==> src/rtl/irq_bank_pkg.sv <==
// Package: shared constants for the interrupt event bank.
// Holds the flag count and the fixed bit position of each event source.
package irq_bank_pkg;
    localparam int EVT_COUNT      = 8;
    localparam int EVT_REF_DOWN   = 0;
    localparam int EVT_REF_UP     = 1;
    localparam int EVT_XREF_QUIET = 2;
    localparam int EVT_XREF_ALIVE = 3;
    localparam int EVT_STAT_CHG   = 4;
    localparam int EVT_SWITCH     = 5;
    localparam int EVT_LOS        = 6;
    localparam int EVT_LOL        = 7;

    typedef enum logic {SEL_AUTO = 1'b0, SEL_MANUAL = 1'b1} sel_mode_e;
endpackage

==> src/rtl/irq_src_map.sv <==
// Module: irq_src_map
// Builds the per-cycle set vector from the monitor pulses and the DPLL status.
// Assumes: pulses are synchronous to clk; dpll_stat has at least two bits.
module irq_src_map
    import irq_bank_pkg::*;
#(
    parameter int STAT_W = 3
) (
    input  logic              clk,
    input  logic              rst_n,
    input  logic              ref_down,
    input  logic              ref_up,
    input  logic              xref_quiet,
    input  logic              xref_alive,
    input  logic              ref_switch,
    input  logic              los_evt,
    input  logic              lol_evt,
    input  logic              manual_mode,
    input  logic [STAT_W-1:0] dpll_stat,
    output logic [EVT_COUNT-1:0] set_vec
);
    logic [STAT_W-1:0] stat_q;
    sel_mode_e         mode;

    assign mode = sel_mode_e'(manual_mode);

    // Keep last cycle's status; during reset follow the input so release raises nothing.
    always_ff @(posedge clk) begin
        stat_q <= dpll_stat;
    end

    // Map each source onto its fixed flag position.
    always_comb begin
        set_vec                 = '0;
        set_vec[EVT_REF_DOWN]   = ref_down;
        set_vec[EVT_REF_UP]     = ref_up;
        set_vec[EVT_XREF_QUIET] = xref_quiet;
        set_vec[EVT_XREF_ALIVE] = xref_alive;
        set_vec[EVT_STAT_CHG]   = rst_n && (dpll_stat != stat_q);
        set_vec[EVT_SWITCH]     = ref_switch;
        if (mode == SEL_MANUAL) begin
            set_vec[EVT_LOS] = dpll_stat[0];
            set_vec[EVT_LOL] = dpll_stat[1];
        end else begin
            set_vec[EVT_LOS] = los_evt;
            set_vec[EVT_LOL] = lol_evt;
        end
    end
endmodule

==> src/rtl/irq_flag_reg.sv <==
// Module: irq_flag_reg
// Sticky event flags: set by set_vec, cleared together by clr. Set wins over clear.
// Assumes: clr is a single-cycle strobe from the register port.
module irq_flag_reg
    import irq_bank_pkg::*;
(
    input  logic                 clk,
    input  logic                 rst_n,
    input  logic [EVT_COUNT-1:0] set_vec,
    input  logic                 clr,
    output logic [EVT_COUNT-1:0] flags
);
    // Hold, clear on read, and merge new events so none is lost.
    always_ff @(posedge clk) begin
        if (!rst_n) begin
            flags <= '0;
        end else begin
            flags <= (clr ? '0 : flags) | set_vec;
        end
    end

    generate
        for (genvar i = 0; i < EVT_COUNT; i++) begin : g_sticky
            AST_FLAG_STICKY: assert property (@(posedge clk) disable iff (!rst_n)
                (flags[i] && !clr) |=> flags[i]);
        end
    endgenerate

    AST_CLEAR_ALL: assert property (@(posedge clk) disable iff (!rst_n)
        (clr && set_vec == '0) |=> (flags == '0));
endmodule

==> src/rtl/irq_reg_port.sv <==
// Module: irq_reg_port
// Register decode: event register (read clears), enable mask (read/write).
// Assumes: reg_rd and reg_wr are never high in the same cycle for the same address.
module irq_reg_port
    import irq_bank_pkg::*;
#(
    parameter int ADDR_W    = 8,
    parameter int DATA_W    = 8,
    parameter logic [ADDR_W-1:0] EVT_ADDR  = 8'h12,
    parameter logic [ADDR_W-1:0] MASK_ADDR = 8'h13
) (
    input  logic                 clk,
    input  logic                 rst_n,
    input  logic                 reg_rd,
    input  logic                 reg_wr,
    input  logic [ADDR_W-1:0]    reg_addr,
    input  logic [DATA_W-1:0]    reg_wdata,
    input  logic [EVT_COUNT-1:0] flags,
    output logic [EVT_COUNT-1:0] mask,
    output logic [DATA_W-1:0]    reg_rdata,
    output logic                 clr
);
    logic hit_evt, hit_mask;

    assign hit_evt  = (reg_addr == EVT_ADDR);
    assign hit_mask = (reg_addr == MASK_ADDR);
    assign clr      = reg_rd && hit_evt;

    // Enable mask: written only at its own address.
    always_ff @(posedge clk) begin
        if (!rst_n) begin
            mask <= '0;
        end else if (reg_wr && hit_mask) begin
            mask <= reg_wdata[EVT_COUNT-1:0];
        end
    end

    // Read data: captured on a read strobe, held otherwise.
    always_ff @(posedge clk) begin
        if (!rst_n) begin
            reg_rdata <= '0;
        end else if (reg_rd) begin
            if (hit_evt)       reg_rdata <= DATA_W'(flags);
            else if (hit_mask) reg_rdata <= DATA_W'(mask);
            else               reg_rdata <= '0;
        end
    end

    AST_MASK_HOLD: assert property (@(posedge clk) disable iff (!rst_n)
        !(reg_wr && hit_mask) |=> $stable(mask));
endmodule

==> src/rtl/irq_event_bank.sv <==
// Module: irq_event_bank (top)
// Interrupt collector: sticky flags, enable mask, registered interrupt line.
// Assumes: all inputs synchronous to clk; DATA_W >= flag count; STAT_W >= 2.
module irq_event_bank
    import irq_bank_pkg::*;
#(
    parameter int ADDR_W    = 8,
    parameter int DATA_W    = 8,
    parameter int STAT_W    = 3,
    parameter logic [ADDR_W-1:0] EVT_ADDR  = 8'h12,
    parameter logic [ADDR_W-1:0] MASK_ADDR = 8'h13
) (
    input  logic              clk,
    input  logic              rst_n,
    input  logic              ref_down,
    input  logic              ref_up,
    input  logic              xref_quiet,
    input  logic              xref_alive,
    input  logic              ref_switch,
    input  logic              los_evt,
    input  logic              lol_evt,
    input  logic              manual_mode,
    input  logic [STAT_W-1:0] dpll_stat,
    input  logic              reg_rd,
    input  logic              reg_wr,
    input  logic [ADDR_W-1:0] reg_addr,
    input  logic [DATA_W-1:0] reg_wdata,
    output logic [DATA_W-1:0] reg_rdata,
    output logic              irq
);
    logic [EVT_COUNT-1:0] set_vec, flags, mask;
    logic                 clr;

    irq_src_map #(.STAT_W(STAT_W)) u_src (
        .clk(clk), .rst_n(rst_n),
        .ref_down(ref_down), .ref_up(ref_up),
        .xref_quiet(xref_quiet), .xref_alive(xref_alive),
        .ref_switch(ref_switch), .los_evt(los_evt), .lol_evt(lol_evt),
        .manual_mode(manual_mode), .dpll_stat(dpll_stat),
        .set_vec(set_vec)
    );

    irq_flag_reg u_flags (
        .clk(clk), .rst_n(rst_n), .set_vec(set_vec), .clr(clr), .flags(flags)
    );

    irq_reg_port #(
        .ADDR_W(ADDR_W), .DATA_W(DATA_W),
        .EVT_ADDR(EVT_ADDR), .MASK_ADDR(MASK_ADDR)
    ) u_port (
        .clk(clk), .rst_n(rst_n), .reg_rd(reg_rd), .reg_wr(reg_wr),
        .reg_addr(reg_addr), .reg_wdata(reg_wdata), .flags(flags),
        .mask(mask), .reg_rdata(reg_rdata), .clr(clr)
    );

    // Interrupt line: registered OR of enabled flags, free of decode glitches.
    always_ff @(posedge clk) begin
        if (!rst_n) irq <= 1'b0;
        else        irq <= |(flags & mask);
    end

    AST_IRQ_RAISE: assert property (@(posedge clk) disable iff (!rst_n)
        ((flags & mask) != '0) |=> irq);
    AST_IRQ_QUIET: assert property (@(posedge clk) disable iff (!rst_n)
        ((flags & mask) == '0) |=> !irq);
    AST_STAT_CHANGE: assert property (@(posedge clk) disable iff (!rst_n)
        (dpll_stat != $past(dpll_stat)) |=> flags[EVT_STAT_CHG]);
endmodule

==> config.mk <==
export PLATFORM = sky130hd
export DESIGN_NAME = irq_event_bank
export DESIGN_NICKNAME = d
export VERILOG_FILES = /design/src/rtl/irq_bank_pkg.sv /design/src/rtl/irq_src_map.sv /design/src/rtl/irq_flag_reg.sv /design/src/rtl/irq_reg_port.sv /design/src/rtl/irq_event_bank.sv
export SDC_FILE = /design/constraint.sdc
export NUM_CORES = 1
export LEC_CHECK = 0
export BUFFER_PORTS_ARGS = -buffer_cell sky130_fd_sc_hd__buf_4
export CAP_MARGIN = 20
export CORE_MARGIN = 10
export CORE_UTILIZATION = 41
export CTS_CLUSTER_SIZE = 25
export DETAILED_ROUTE_END_ITERATION = 16
export PLACE_DENSITY = 0.68
export SYNTH_ARGS = -nofsm -noshare
export SYNTH_HDL_FRONTEND = slang
export SYNTH_SLANG_ARGS = --single-unit
==> constraint.sdc <==
create_clock -name clk -period 0.96 [get_ports clk]
set_input_delay 0.048 -clock clk [delete_from_list [all_inputs] [get_ports clk]]
set_output_delay 0.048 -clock clk [all_outputs]
set_load 0.005 [all_outputs]
==> reports/summary.txt <==
Max Root-Sink Buffers = 2
Worst slew pin tran = 0.443 ns
Slew HR = 70.5%
Commonest non-fill, non-tap cells in the layout = buf_4, dfxtp_1, nand2_1
P per Cell Area = 1200 mW/mm²
Yosys warns = 0
Via density = 4.95
Seq cells post-synth = 28
DRT iter0 DRCs = 21
Lkg Pwr = 0.700 nW
Combinational share of power = 15.0%
Layout area overhead = 46.7%
Clk_lat worst skew = 0.31 ns
Critical Path AT = 1.16 ns
Post-synthesis sequential area ratio = 49.6%
Detail Route Antenna Nets = 0
Yosys top cell by area = dfxtp_1
Vias in the first global route = 1,051
Hold Path Class = in -> reg
Initial Util = 44.4%
Critical path data required time = 1.18 ns
Setup CP Type = in -> reg
CTS buffer count = 3
Crit Path Max Fanout = 3
Largest net degree at the start of global routing = 23
Peak supply drop = 0.933 mV
Dpl hpwl = 2240 µm
Met1 usage = 11.7%
H-tree depth = 1
Row cnt = 18
Filler cell count = 209
Post-synthesis average cell area = 10.4 µm²
CP startpoint kind = input port
Final Cycle Share = 97.0%
Switching pwr = 450 µW
Clock network power share = 23.1%
First-pass GRT wire length = 4690 µm
Commonest non-fill, non-tap cell in the layout = buf_4
Cells after DPL = 178
Net Count, Synth = 140
Share of the synthesized area in the top cell type = 49.6%
Met2 Use GR = 19.5%
Wire per inst = 14.5 µm
Minimum clock period = 0.931 ns
CTS Sinks = 28
Clock Pin Slew Worst Setup and Hold Paths = 0.14 ns
RSZ-0062 raised after global routing = false
Yosys cell types = 23
Vias = 970
Critical path capture point type = flop
Register share of total power = 61.9%
Top post-synthesis cells by area = dfxtp_1, mux2i_1, nand2_1, a22o_1, o21ai_1
Nets = 199
GR Util met3 = 3.81%
Final setup fails = 0
Max Fclk = 1.07 GHz
Synthesized cell area = 0.00113 mm²
Max Cap Viol = 0
Tot GR Track Use = 10.7%
Initial antenna violation count = 0
Global route hottest layer = met2
Antenna diode count = 0
Post-route insts no fill = 196
CTS tree = built
Core area = 0.00254 mm²
Cell Int Power = 1.54 mW
Max-slew violations = 0
WL final = 2840 µm
Die area = 0.00526 mm²
Gpl congestion = 0.735
Core Util, Final = 65.1%
Drt first pass iters = 4
Run status = finished clean
Die height = 72.5 µm
Worst Clk Skew = 0.000995 ns
Die span in x = 72.5 µm
Port Buf Inserts = 39
Share of cells above drive strength 1 = 31.3%
DRC viols = 0
Switching Share = 22.6%
Root Driver = clkbuf_4
Ports = 40
Grt ovf = 0
Final Hold Viols = 0
Cells after synthesis = 109
worst max-delay path: stages:
cell	delay, ns
dlygate4sd3_1	0.53
buf_4	0.14
xnor2_1	0.14
nand3_1	0.11
a22o_1	0.18
cell type report:
cell class | instances | area [µm²] | area share [%]
Tap cell | 30 | 37.5 | 2.26
Clock buffer | 3 | 22.5 | 1.36
Inverter | 2 | 7.51 | 0.453
Timing Repair Buffer | 59 | 493 | 29.7
Multi-Input combinational cell | 74 | 537 | 32.4
Sequential cell | 28 | 561 | 33.8
metrics by stage:
stage / cell area (µm²) / hold WS [ns] / setup WS [ns] / setup TNS (ns) / power (mW)
floorplan: 1130 / 0.0757 / -0.0158 / -0.126 / 1.37
global route: 1660 / 0.00432 / 0.00703 / 0 / 2.09
detailed placement: 1480 / 0.173 / -0.292 / -5.31 / 1.51
finish: 1660 / 0.0114 / 0.0287 / 0 / 1.99
global placement: 1480 / 0.170 / -0.224 / -4.15 / 1.50
CTS: 1660 / 0.00509 / 0.0167 / 0 / 2.00
synth_stat cells:
master and number:
nor2b_1 1, a41oi_2 1, inv_1 2, nand4_1 2, a21oi_1 1, buf_6 1
a41oi_1 1, xnor2_1 3, a22o_1 6, nand2_1 23, nor3b_2 1, dfxtp_1 28
mux2i_1 17, a22oi_1 4, and4_1 1, mux2_2 1, nand2b_1 1, nor4b_4 1
o21ai_1 7, clkbuf_1 3, buf_2 1, o2bb2ai_1 2, nand3_1 1
timing repair:
item | 4_1_cts | 5_1_grt
hold endpoints to repair | 15 | 0
setup endpoints to repair | 0 | 1
resized for setup | 0 | 1
hold buffers | 15 | 0
buffers inserted | 0 | 0
logic make-up after synthesis:
family,Yosys count,synth area share [%]
mux,18,16.1
simple gates,31,14.3
compound gates,22,14.6
xor+xnor,3,2.33
buf+inv,7,3.10
flops,28,49.6
registers in the layout (all words and copies together) (netlist names):
register and cells:
irq 1, u_port.reg_rdata 8, u_src.stat_q 3, u_port.mask 8, u_flags.flags 8
power groups by stage:
stage          logic, mW  clock network [mW]  registers [mW]
2_1_floorplan      0.116                   0            1.25
3_3_place_gp       0.243                   0            1.26
3_5_place_dp       0.251                   0            1.26
4_1_cts            0.298               0.474            1.23
5_1_grt            0.325               0.525            1.24
6_report           0.299               0.460            1.23
path summary, 6_finish.rpt:
check,cells past startpoint,endpoint,start,slack (ns)
worst min register to register,2,u_port.reg_rdata[0],u_port.reg_rdata[0],0.46
worst max-delay path,5,u_flags.flags[4],dpll_stat[1],0.03
worst min-delay path,3,u_port.mask[0],reg_wdata[0],0.01
worst max register to register,3,u_flags.flags[4],u_src.stat_q[1],0.09
metal layers:
layer  wire length, µm  vias up
li1                  -      503
met1              1230      441
met2              1390       26
met3               215        0
met4                 0        0
met5                 0        -
No activity file was read; power rests on OpenSTA's default activity.
